$ cat config.mk
export PLATFORM = sky130hd
export DESIGN_NAME = pwr_seq_ctrl
export DESIGN_NICKNAME = d
export VERILOG_FILES = /design/src/rtl/pwr_seq_pkg.sv /design/src/rtl/pwr_settle_timer.sv /design/src/rtl/pwr_wake_pulse.sv /design/src/rtl/pwr_seq_fsm.sv /design/src/rtl/pwr_seq_ctrl.sv
export SDC_FILE = /design/constraint.sdc
export NUM_CORES = 1
export LEC_CHECK = 0
export ABC_AREA = 1
export BUFFER_PORTS_ARGS = -buffer_cell sky130_fd_sc_hd__clkbuf_2
export CAP_MARGIN = 10
export CORE_ASPECT_RATIO = 1.4
export CORE_MARGIN = 4
export CORE_UTILIZATION = 60
export CTS_CLUSTER_SIZE = 40
export DETAILED_ROUTE_END_ITERATION = 7
export PLACE_DENSITY = 0.83
export SYNTH_ARGS = -nofsm -noshare
export SYNTH_HDL_FRONTEND = slang
export SYNTH_SLANG_ARGS = --single-unit
$ cat constraint.sdc
create_clock -name clk -period 3.7 [get_ports clk]
set_input_delay 0.185 -clock clk [delete_from_list [all_inputs] [get_ports clk]]
set_output_delay 0.185 -clock clk [all_outputs]
set_load 0.01 [all_outputs]
$ cat src/rtl/pwr_seq_pkg.sv
package pwr_seq_pkg;

    typedef enum logic [2:0] {
        PS_OFF      = 3'd0,
        PS_WAIT_SUP = 3'd1,
        PS_ENABLE   = 3'd2,
        PS_SETTLE   = 3'd3,
        PS_READY    = 3'd4,
        PS_PDOWN    = 3'd5
    } pwr_state_t;

    // States in which the module enable line is driven high.
    function automatic logic state_powered(input pwr_state_t s);
        return (s == PS_ENABLE) || (s == PS_SETTLE) || (s == PS_READY);
    endfunction

    // Converts a clock rate and a settle time into a cycle count, at least one.
    function automatic int settle_count(input int clk_hz, input int settle_ns);
        int c;
        c = ((clk_hz / 1000) * (settle_ns / 1000)) / 1000;
        return (c < 1) ? 1 : c;
    endfunction

endpackage

$ cat src/rtl/pwr_settle_timer.sv
module pwr_settle_timer #(
    parameter int CYCLES = 625000
) (
    input  logic clk,
    input  logic rst_n,
    input  logic run,
    output logic done
);
    localparam int CNT_W = $clog2(CYCLES + 1);
    localparam logic [CNT_W-1:0] LAST = CNT_W'(CYCLES - 1);

    logic [CNT_W-1:0] cnt;

    assign done = run && (cnt == LAST);

    always_ff @(posedge clk or negedge rst_n) begin
        if (!rst_n) begin
            cnt <= '0;
        end else if (!run) begin
            cnt <= '0;
        end else if (!done) begin
            cnt <= cnt + 1'b1;
        end
    end

    // the count never passes the settle limit
    assert_count_bound_R4: assert property (@(posedge clk) disable iff (!rst_n)
        run |-> (cnt <= LAST));

    // a restart always begins from zero
    assert_count_restart_R4: assert property (@(posedge clk) disable iff (!rst_n)
        !run |=> (cnt == '0));

endmodule

$ cat src/rtl/pwr_wake_pulse.sv
module pwr_wake_pulse #(
    parameter int WIDTH = 4
) (
    input  logic clk,
    input  logic rst_n,
    input  logic allow,
    input  logic req,
    output logic pulse
);
    localparam int CNT_W = $clog2(WIDTH + 1);

    logic [CNT_W-1:0] remain;

    always_ff @(posedge clk or negedge rst_n) begin
        if (!rst_n) begin
            remain <= '0;
        end else if (!allow) begin
            remain <= '0;
        end else if (remain != '0) begin
            remain <= remain - 1'b1;
        end else if (req) begin
            remain <= CNT_W'(WIDTH);
        end
    end

    assign pulse = (remain != '0);

    // a pulse only begins after a permitted request
    assert_wake_start_R10: assert property (@(posedge clk) disable iff (!rst_n)
        $rose(pulse) |-> $past(req && allow));

    // a withdrawn permission ends the pulse at once
    assert_wake_cut_R11: assert property (@(posedge clk) disable iff (!rst_n)
        !allow |=> !pulse);

endmodule

$ cat src/rtl/pwr_seq_fsm.sv
module pwr_seq_fsm
    import pwr_seq_pkg::*;
(
    input  logic clk,
    input  logic rst_n,
    input  logic batt_good,
    input  logic io_good,
    input  logic on_req,
    input  logic off_req,
    input  logic settle_done,
    output logic settle_run,
    output logic wake_allow,
    output logic mod_en,
    output logic mod_rst_n,
    output logic ready,
    output logic seq_error
);
    pwr_state_t state, nxt;
    logic       err_set;
    logic       supplies_ok;
    logic       order_bad;

    assign supplies_ok = batt_good && io_good;
    assign order_bad   = io_good && !batt_good;

    // Next-state decision
    always_comb begin
        nxt     = state;
        err_set = 1'b0;
        unique case (state)
            PS_OFF: begin
                if (on_req) nxt = PS_WAIT_SUP;
            end
            PS_WAIT_SUP: begin
                if (order_bad) begin
                    err_set = 1'b1;
                    nxt     = PS_OFF;
                end else if (off_req) begin
                    nxt = PS_OFF;
                end else if (supplies_ok) begin
                    nxt = PS_ENABLE;
                end
            end
            PS_ENABLE: begin
                if (!supplies_ok) begin
                    err_set = 1'b1;
                    nxt     = PS_OFF;
                end else if (off_req) begin
                    nxt = PS_PDOWN;
                end else begin
                    nxt = PS_SETTLE;
                end
            end
            PS_SETTLE: begin
                if (!supplies_ok) begin
                    err_set = 1'b1;
                    nxt     = PS_OFF;
                end else if (off_req) begin
                    nxt = PS_PDOWN;
                end else if (settle_done) begin
                    nxt = PS_READY;
                end
            end
            PS_READY: begin
                if (!supplies_ok) begin
                    err_set = 1'b1;
                    nxt     = PS_OFF;
                end else if (off_req) begin
                    nxt = PS_PDOWN;
                end
            end
            PS_PDOWN: begin
                if (order_bad) begin
                    err_set = 1'b1;
                    nxt     = PS_OFF;
                end else if (!io_good) begin
                    nxt = PS_OFF;
                end
            end
            default: nxt = PS_OFF;
        endcase
    end

    assign settle_run = (state == PS_SETTLE);
    assign wake_allow = (state == PS_READY) && (nxt == PS_READY);

    // State register
    always_ff @(posedge clk or negedge rst_n) begin
        if (!rst_n) state <= PS_OFF;
        else        state <= nxt;
    end

    // Registered outputs, aligned with the state they belong to
    always_ff @(posedge clk or negedge rst_n) begin
        if (!rst_n) begin
            mod_en    <= 1'b0;
            mod_rst_n <= 1'b0;
            ready     <= 1'b0;
            seq_error <= 1'b0;
        end else begin
            mod_en    <= state_powered(nxt);
            mod_rst_n <= (nxt == PS_READY);
            ready     <= (nxt == PS_READY) && (state == PS_READY);
            seq_error <= seq_error || err_set;
        end
    end

    // enable rises only after both rails were seen good
    assert_enable_after_supplies_R2: assert property (@(posedge clk) disable iff (!rst_n)
        $rose(mod_en) |-> $past(batt_good && io_good));

    // reset is never released while the module is disabled
    assert_reset_needs_enable_R4: assert property (@(posedge clk) disable iff (!rst_n)
        mod_rst_n |-> mod_en);

    // ready follows a reset release that already happened
    assert_ready_after_release_R5: assert property (@(posedge clk) disable iff (!rst_n)
        $rose(ready) |-> $past(mod_rst_n));

    // a rail loss while powered shuts the module down and flags it
    assert_fault_shutdown_R6: assert property (@(posedge clk) disable iff (!rst_n)
        (state_powered(state) && !supplies_ok) |=> (!mod_en && !mod_rst_n && seq_error));

    // a power-off request drops enable and reset together
    assert_off_drops_both_R7: assert property (@(posedge clk) disable iff (!rst_n)
        (state_powered(state) && supplies_ok && off_req) |=> (!mod_en && !mod_rst_n));

    // the error flag only clears through reset
    assert_error_sticky_R9: assert property (@(posedge clk) disable iff (!rst_n)
        seq_error |=> seq_error);

endmodule

$ cat src/rtl/pwr_seq_ctrl.sv
module pwr_seq_ctrl
    import pwr_seq_pkg::*;
#(
    parameter int CLK_HZ      = 125_000_000,
    parameter int SETTLE_NS   = 5_000_000,
    parameter int WAKE_CYCLES = 4
) (
    input  logic clk,
    input  logic rst_n,
    input  logic batt_good,
    input  logic io_good,
    input  logic pwr_on_req,
    input  logic pwr_off_req,
    input  logic wake_req,
    output logic mod_enable,
    output logic mod_reset_n,
    output logic mod_wake,
    output logic ready,
    output logic seq_error
);
    localparam int SETTLE_CYCLES = settle_count(CLK_HZ, SETTLE_NS);

    logic settle_run;
    logic settle_done;
    logic wake_allow;

    pwr_seq_fsm u_fsm (
        .clk         (clk),
        .rst_n       (rst_n),
        .batt_good   (batt_good),
        .io_good     (io_good),
        .on_req      (pwr_on_req),
        .off_req     (pwr_off_req),
        .settle_done (settle_done),
        .settle_run  (settle_run),
        .wake_allow  (wake_allow),
        .mod_en      (mod_enable),
        .mod_rst_n   (mod_reset_n),
        .ready       (ready),
        .seq_error   (seq_error)
    );

    pwr_settle_timer #(
        .CYCLES (SETTLE_CYCLES)
    ) u_settle (
        .clk   (clk),
        .rst_n (rst_n),
        .run   (settle_run),
        .done  (settle_done)
    );

    pwr_wake_pulse #(
        .WIDTH (WAKE_CYCLES)
    ) u_wake (
        .clk   (clk),
        .rst_n (rst_n),
        .allow (wake_allow),
        .req   (wake_req),
        .pulse (mod_wake)
    );

    // the wake line is quiet whenever the module is not enabled
    assert_wake_needs_enable_R10: assert property (@(posedge clk) disable iff (!rst_n)
        mod_wake |-> (mod_enable && mod_reset_n));

endmodule

==> results of run 1 <==
## registers in the layout, indices dropped and copies added (netlist names)
register,cells
u_fsm.mod_en,1
u_fsm.mod_rst_n,1
u_fsm.ready,1
u_fsm.seq_error,1
u_fsm.state,3
u_settle.cnt,20
u_wake.remain,3
## tightest hold or removal path: stages
cell	delay, ns
sky130_fd_sc_hd__clkbuf_2	0.09
sky130_fd_sc_hd__nand2_1	0.06
sky130_fd_sc_hd__o21ai_0	0.10
sky130_fd_sc_hd__nand2_1	0.06
## layout by cell type, fill, tap and decap left out, types with 2 or more instances in the layout
| cell | instances |
|---|---|
| sky130_fd_sc_hd__a21oi_1 | 9 |
| sky130_fd_sc_hd__inv_1 | 34 |
| sky130_fd_sc_hd__nand3_2 | 6 |
| sky130_fd_sc_hd__nand2_1 | 48 |
| sky130_fd_sc_hd__ha_1 | 2 |
| sky130_fd_sc_hd__xor2_1 | 2 |
| sky130_fd_sc_hd__nand4_1 | 5 |
| sky130_fd_sc_hd__clkbuf_1 | 2 |
| sky130_fd_sc_hd__inv_2 | 3 |
| sky130_fd_sc_hd__nor3_1 | 3 |
| sky130_fd_sc_hd__a31oi_1 | 3 |
| sky130_fd_sc_hd__nor2_1 | 31 |
| sky130_fd_sc_hd__nor2_2 | 3 |
| sky130_fd_sc_hd__o31ai_1 | 2 |
| sky130_fd_sc_hd__o21ai_1 | 2 |
| sky130_fd_sc_hd__nor2_4 | 5 |
| sky130_fd_sc_hd__nand2_2 | 2 |
| sky130_fd_sc_hd__nand3_1 | 9 |
| sky130_fd_sc_hd__clkbuf_2 | 11 |
| sky130_fd_sc_hd__o21ai_0 | 12 |
| sky130_fd_sc_hd__dfrtp_1 | 30 |
| sky130_fd_sc_hd__clkbuf_4 | 5 |
## power breakdown
part,switching [mW],internal [mW]
registers,0.00275,0.331
logic,0.0291,0.0116
clock network,0.103,0.0715
total,0.134,0.414
## stage by stage
| stage | power, mW | instance area, sq um |
|---|---|---|
| finish | 0.548 | 1890 |
| CTS | 0.553 | 1890 |
| floorplan | 0.363 | 1740 |
| global route | 0.578 | 1890 |
| detailed placement | 0.380 | 1840 |
| global placement | 0.379 | 1840 |
## what timing repair did
action / CTS / global route
endpoints found under the hold margin: 30 / 0
hold buffers: 1 / 0
buffers inserted: 0 / 0
resized for setup: 0 / 0
## per-layer routing
| metal | up-vias | part of all wire |
|---|---|---|
| li1 | 753 | - |
| met1 | 665 | 0.40 |
| met2 | 40 | 0.52 |
| met3 | 14 | 0.050 |
| met4 | 0 | 0.038 |
| met5 | - | 0 |
## cells by family after synthesis
| family | count (synthesis) | share of synthesized area |
|---|---|---|
| compound gates | 31 | 0.0997 |
| xor+xnor | 3 | 0.0151 |
| fa+ha+maj | 2 | 0.0143 |
| buf+inv | 39 | 0.0846 |
| flops | 30 | 0.430 |
| simple gates | 119 | 0.356 |
## layout make-up
type / count / area share
Clock buffer: 7 / 0.0238
Inverter: 38 / 0.0753
Multi-Input combinational cell: 155 / 0.446
Sequential cell: 30 / 0.396
Tap cell: 36 / 0.0238
Timing Repair Buffer: 12 / 0.0343
## worst max path at each step
| stage | start | endpoint | slack [ns] | cells past startpoint |
|---|---|---|---|---|
| 5_1_grt | u_fsm.state[2] | u_settle.cnt[10] | 1.83 | 5 |
| 4_1_cts | u_settle.cnt[0] | u_settle.cnt[18] | 2.02 | 9 |
| 3_3_place_gp | u_settle.cnt[0] | u_settle.cnt[18] | 2.08 | 9 |
| 6_report | u_fsm.state[2] | u_settle.cnt[10] | 2.01 | 5 |
| 2_1_floorplan | u_settle.cnt[0] | u_settle.cnt[18] | 2.24 | 8 |
| 3_5_place_dp | u_settle.cnt[0] | u_settle.cnt[18] | 2.05 | 9 |
## cell usage after synthesis (all sizes together)
master,number,share of area
dfrtp,30,0.43
xnor2,1,0.0050
ha,2,0.014
nor3,5,0.024
o31ai,2,0.0086
nand4,6,0.030
nor3b,1,0.0043
a21oi,10,0.031
xor2,2,0.010
a221oi,1,0.0050
nor4,2,0.011
buf,1,0.0029
clkinv,1,0.0022
o21ai,14,0.040
nor2,39,0.11
a211oi,1,0.0043
nand3,15,0.060
inv,37,0.080
nand2,51,0.12
a31oi,3,0.011
==> flow_summary_export.csv, run 1 <==
group,metric,value,unit
run_status,status,"completed",
finish,final_cell_count_no_fill,278,
grt,first_global_vias,1433,
finish,number_of_fillers_in_the_final_layout,239,
critical_path,critPathLaunchType,"flip-flop",
placement,place.detailed.instances,270,
sta,max_clock_freq,593,MHz
finish,layout-drive-gt1-share,0.169,
hold_path,min-delay-path-class,"in -> reg",
floorplanning,die-height,71.8,um
sta,timing.final.ws_setup,2.01,ns
logic_synthesis,synth.yosys.seq_area_share,0.430,
placement,gp_routability_congestion,0.831,
critical_path,crit_type,"reg -> reg",
critical_path,crit_chain,"inv_1 > nand2_1 > nor2_4 > clkinv_1 > a221oi_1",
power,power_density,289,mW/mm^2
sta,slew_headroom,0.512,
grt,grt_util_all_layers,0.208,
routing,detail_route.iter0.violations,42,
grt,grt_pass1_wl,5870,um
routing,ant_nets,0,
hold_path,min_path_cells,4,
critical_path,critPathRequiredTime,3.93,ns
routing,drc,0,
grt,globalRouteMet2Util,0.351,
sta,slew_violations,0,
routing,number_of_vias_after_detailed_routing,1472,
floorplanning,num_rows,22,
clock_tree,clk_latency,0.33,ns
clock_tree,cts_num_sinks,30,
critical_path,r2r_slack,2.01,ns
clock_tree,htreeDepth,2,
clock_tree,clockBufferDepth,2,
finish,antenna_cells_inserted,0,
grt,initial_antenna_violation_count,0,
logic_synthesis,ys_seq_elements,30,
run,max_cap_violations,0,
routing,drt_first_pass_iters,4,
grt,maximum_number_of_pins_on_one_net_before_global_route_repair,31,
critical_path,r2r-start,"u_fsm.state[2]",
critical_path,worst-path-buf-inv,2,
critical_path,path_delay_family,"buffers and inverters",
hold_path,hold_path_startpoint,"batt_good",
logic_synthesis,post_synth_inst_count,224,
grt,gr-max-usage-layer,"met2",
grt,met3_usage,0.0561,
grt,grt-ovfl-total,0,
sta,rsz0062_at_grt,"no",
finish,layout.core_utilization,0.702,
placement,dpl_worst_slack,2.05,ns
sta,totalNegativeSetupSlack,0,ns
logic_synthesis,syn_area,0.00174,sq mm
routing,vias_per_cell,5.29,
sta,layout_worst_path_cycle_share,0.456,
logic_synthesis,count_of_cell_types_in_the_netlist,32,
logic_synthesis,synth_nets,233,
placement,dpl.hpwl,2580,um
routing,drt-total-wl,3350,um
sta,finalHoldViolCount,0,
clock_tree,numCtsBuffers,5,
floorplanning,placeableCoreArea,0.00270,sq mm
sta,finalWorstPathRequiredPeriod,1.69,ns
power,power.ir.vdd_worst,0.211,mV
logic_synthesis,ys_warn_count,0,
sta,timing_worst_slew_pin_value,0.733,ns
floorplanning,io_pins,12,
floorplanning,chipWidth,53.6,um
finish,finish.net_count,251,
finish,sequential_cell_area,751,sq um
critical_path,r2r_end,"u_settle.cnt[10]",
sta,finalHoldWorstSlack,0.215,ns
critical_path,cp_slowest_stage_delay,0.42,ns
critical_path,r2r.worst_path.cells,5,
critical_path,timing.critical_path.slowest_stage_cell,"sky130_fd_sc_hd__dfrtp_1",
clock_tree,cts_root_buf,"sky130_fd_sc_hd__clkbuf_4",
hold_path,min_delay_endpoint,"u_fsm.seq_error",
placement,port-buffer-count,11,
clock_tree,clkTransAtPathRegs,0.09,ns
power,leakage,0.923,nW
critical_path,critical_path_arrival,1.91,ns
routing,wire_per_inst,12.0,um
finish,synthToLayoutAreaGrowth,8.61,%
critical_path,path_max_fanout,14,
floorplanning,initial_utilization,0.647,
logic_synthesis,synth_area_per_cell,7.79,sq um
finish,area_taken_by_multi_input_logic_gates,846,sq um
sta,setup_violations,0,
grt,use_met1,0.229,
critical_path,crit_path_end_kind,"flip-flop",
sta,fin_worst_skew,0.00839,ns
clock_tree,tritoncts,"done",
floorplanning,dieArea,0.00385,sq mm
Power figures use the tool's default switching activity.
==> inputs of run 2 (changes only) <==
- ABC_AREA: 1 -> 0
- CORE_UTILIZATION: 60 -> 59
- PLACE_DENSITY: 0.83 -> 0.82
- clock period: 3.7 -> 1.7 ns (I/O delays scaled with it)
==> flow_summary_export.csv, run 2 <==
group,metric,value,unit
run_status,status,"completed",
logic_synthesis,synthXorXnorAreaFrac,0.0669,
routing,wire_per_inst,16.5,um
routing,number_of_vias_after_detailed_routing,1491,
critical_path,path_delay_family,"simple AND/OR/NAND/NOR gates",
placement,dpl.hpwl,2860,um
routing,detail_route.iter0.violations,78,
logic_synthesis,synth.cells.most_frequent,"sky130_fd_sc_hd__dfrtp_1 (30), sky130_fd_sc_hd__nor2_1 (26), sky130_fd_sc_hd__nand2_1 (12)",
placement,port-buffer-count,11,
logic_synthesis,post_synth_inst_count,175,
power,power_density,609,mW/mm^2
finish,final_cell_area,0.00199,sq mm
routing,ant_nets,0,
critical_path,r2r_end,"u_settle.cnt[1]",
floorplanning,initial_utilization,0.631,
logic_synthesis,async_reset_ff_frac,1.00,
finish,synthToLayoutAreaGrowth,16.8,%
logic_synthesis,synth-compound-area-share,0.101,
clock_tree,numCtsBuffers,5,
sta,slew_headroom,0.503,
finish,largestRegisters,"u_settle.cnt: 20 flops, u_fsm.state: 3 flops, u_wake.remain: 3 flops",
sta,fin_worst_skew,0.0106,ns
grt,globalRouteMet2Util,0.392,
sta,layout_worst_path_cycle_share,0.965,
hold_path,min_path_cells,3,
logic_synthesis,post_synth_fa_ha_maj_area_fraction,0.0147,
routing,drt_first_pass_iters,4,
logic_synthesis,post-synth-top-area-fraction,0.441,
finish,registers.top_by_ff_count,"u_settle.cnt",
clock_tree,clk_latency,0.33,ns
clock_tree,cts_num_sinks,30,
critical_path,path_max_fanout,6,
grt,gr-max-usage-layer,"met2",
power,leakage,0.937,nW
critical_path,cp_slowest_stage_delay,0.38,ns
floorplanning,placeableCoreArea,0.00270,sq mm
logic_synthesis,synth.largest_area_cell,"sky130_fd_sc_hd__dfrtp_1",
sta,finalHoldWorstSlack,0.109,ns
logic_synthesis,synthTopCellsByArea,"sky130_fd_sc_hd__dfrtp_1 (44%), sky130_fd_sc_hd__nor2_1 (5.7%), sky130_fd_sc_hd__xor2_1 (4.1%)",
grt,grt_util_all_layers,0.238,
floorplanning,chipWidth,53.4,um
floorplanning,io_pins,12,
logic_synthesis,synth.area.mux_share,0.0176,
logic_synthesis,synthMostInstantiatedCell,"sky130_fd_sc_hd__dfrtp_1",
sta,setup_violations,0,
sta,finalWorstPathRequiredPeriod,1.64,ns
logic_synthesis,synth_nets,184,
clock_tree,clockBufferDepth,2,
routing,vias_per_cell,6.19,
finish,layout_common_cells,"sky130_fd_sc_hd__dfrtp_1 (30), sky130_fd_sc_hd__nor2_1 (26), sky130_fd_sc_hd__buf_4 (20), sky130_fd_sc_hd__nand2_1 (12), sky130_fd_sc_hd__clkbuf_2 (11)",
hold_path,min-delay-path-class,"in -> reg",
critical_path,critical_path_arrival,1.90,ns
clock_tree,cts_setup_buffers,0,
logic_synthesis,synth_area_per_cell,9.72,sq um
grt,initial_antenna_violation_count,0,
finish,layout.core_utilization,0.737,
sta,slew_violations,0,
critical_path,worst-path-buf-inv,1,
finish,sequential_cell_area,751,sq um
finish,largest_reg_flops,20,
power,power.ir.vdd_worst,0.723,mV
hold_path,hold_path_startpoint,"pwr_on_req",
logic_synthesis,ys.flop_type,"sky130_fd_sc_hd__dfrtp_1",
placement,postPlaceCellArea,0.00188,sq mm
floorplanning,num_rows,22,
finish,antenna_cells_inserted,0,
finish,layout-drive-gt1-share,0.239,
sta,max_clock_freq,610,MHz
critical_path,crit_type,"reg -> reg",
logic_synthesis,largest_family_of_logic_cells_by_synthesized_area,"simple AND/OR/NAND/NOR gates",
logic_synthesis,ys_seq_elements,30,
power,power.total,1.21,mW
floorplanning,dieArea,0.00382,sq mm
critical_path,r2r-start,"u_settle.cnt[4]",
logic_synthesis,yosys.area_share.simple,0.311,
critical_path,timing.critical_path.slowest_stage_cell,"sky130_fd_sc_hd__dfrtp_1",
grt,maximum_number_of_pins_on_one_net_before_global_route_repair,31,
finish,final_common_cell,"sky130_fd_sc_hd__dfrtp_1",
critical_path,crit_path_end_kind,"flip-flop",
sta,finalHoldViolCount,0,
critical_path,r2r.worst_path.cells,5,
logic_synthesis,ys_warn_count,0,
clock_tree,htreeDepth,2,
routing,drc,0,
clock_tree,tritoncts,"done",
grt,use_met1,0.256,
run,max_cap_violations,0,
placement,gp_routability_congestion,0.892,
grt,grt-ovfl-total,0,
grt,grt_pass1_wl,6620,um
critical_path,r2r_slack,0.06,ns
sta,timing_worst_slew_pin_value,0.746,ns
grt,first_global_vias,1552,
hold_path,min_delay_endpoint,"u_fsm.state[0]",
finish,number_of_fillers_in_the_final_layout,196,
finish,area_taken_by_multi_input_logic_gates,905,sq um
clock_tree,clkTransAtPathRegs,0.09,ns
logic_synthesis,synth.yosys.seq_area_share,0.441,
logic_synthesis,synth_enable_flop_cells,0,
grt,met3_usage,0.0665,
clock_tree,cts_root_buf,"sky130_fd_sc_hd__clkbuf_4",
logic_synthesis,syn_area,0.00170,sq mm
critical_path,critPathRequiredTime,1.96,ns
critical_path,critPathLaunchType,"flip-flop",
finish,finish.net_count,215,
critical_path,crit_chain,"buf_4 > nor4b_1 > nand4_1 > nor2_4 > mux2i_1",
sta,rsz0062_at_grt,"yes",
routing,drt-total-wl,3970,um
floorplanning,die-height,71.5,um
logic_synthesis,count_of_cell_types_in_the_netlist,49,
[run 2: how the worst max path moves through the flow]
| stage | start | endpoint | slack (ns) | cells after the start |
|---|---|---|---|---|
| floorplan | u_settle.cnt[0] | u_settle.cnt[1] | 0.006 | 5 |
| global placement | u_settle.cnt[1] | u_settle.cnt[1] | 0.10 | 5 |
| detailed placement | u_settle.cnt[1] | u_settle.cnt[1] | -0.03 | 5 |
| CTS | u_settle.cnt[1] | u_settle.cnt[1] | 0.001 | 5 |
| global route | u_settle.cnt[7] | u_fsm.state[1] | -0.02 | 4 |
| finish | u_settle.cnt[4] | u_settle.cnt[1] | 0.06 | 5 |
[run 2: worst register-to-register path: cells and delay by family (launching register included)]
| kind | cells | cell delay, ns |
|---|---|---|
| buf+inv | 1 | 0.16 |
| flops | 1 | 0.38 |
| mux | 1 | 0.21 |
| simple gates | 3 | 0.83 |
[run 2: cells by family after synthesis]
family                     Yosys count
AOI/OAI and AO/OA                   26
and+or+nand+nor                     89
buffers and inverters               12
adders and majority gates            2
xor gates and xnor gates            13
muxes                                3
DFF                                 30
[run 2: per-layer routing]
metal	wire [um]	vias to the layer above
met3	223	17
met1	1530	715
li1	-	694
met2	2040	65
met4	174	0
met5	0	-
[run 2: area by class of cell]
type / instances / area share
multi-input cells: 133 / 0.455
inverters: 3 / 0.00566
clock buffers: 6 / 0.0258
flip-flops and latches: 30 / 0.378
well taps: 36 / 0.0227
repair buffers: 33 / 0.113
[run 2: timing repair]
| item | 4_1_cts | 5_1_grt |
|---|---|---|
| endpoints found under the setup margin | 1 | 8 |
| pin swaps | 2 | 6 |
| hold buffers | 2 | 0 |
| gates resized for setup | 2 | 3 |
| endpoints found under the hold margin | 31 | 0 |
[run 2: through the flow]
| stage | worst slack [ns] | instances | TNS (ns) |
|---|---|---|---|
| finish | 0.0598 | 241 | 0 |
| global route | -0.0200 | 241 | -0.0745 |
| CTS | 0.00101 | 241 | 0 |
| detailed placement | -0.0294 | 233 | -0.0294 |
| global placement | 0.102 | 233 | 0 |
| floorplan | 0.00632 | 175 | 0 |
[run 2: power breakdown]
part | internal, mW | leakage [nW] | switching [mW] | total [mW]
Sequential | 0.719 | 0.412 | 0.00552 | 0.724
Combinational | 0.0304 | 0.495 | 0.0482 | 0.0786
Clock | 0.186 | 0.0302 | 0.223 | 0.408
Total | 0.935 | 0.937 | 0.276 | 1.21
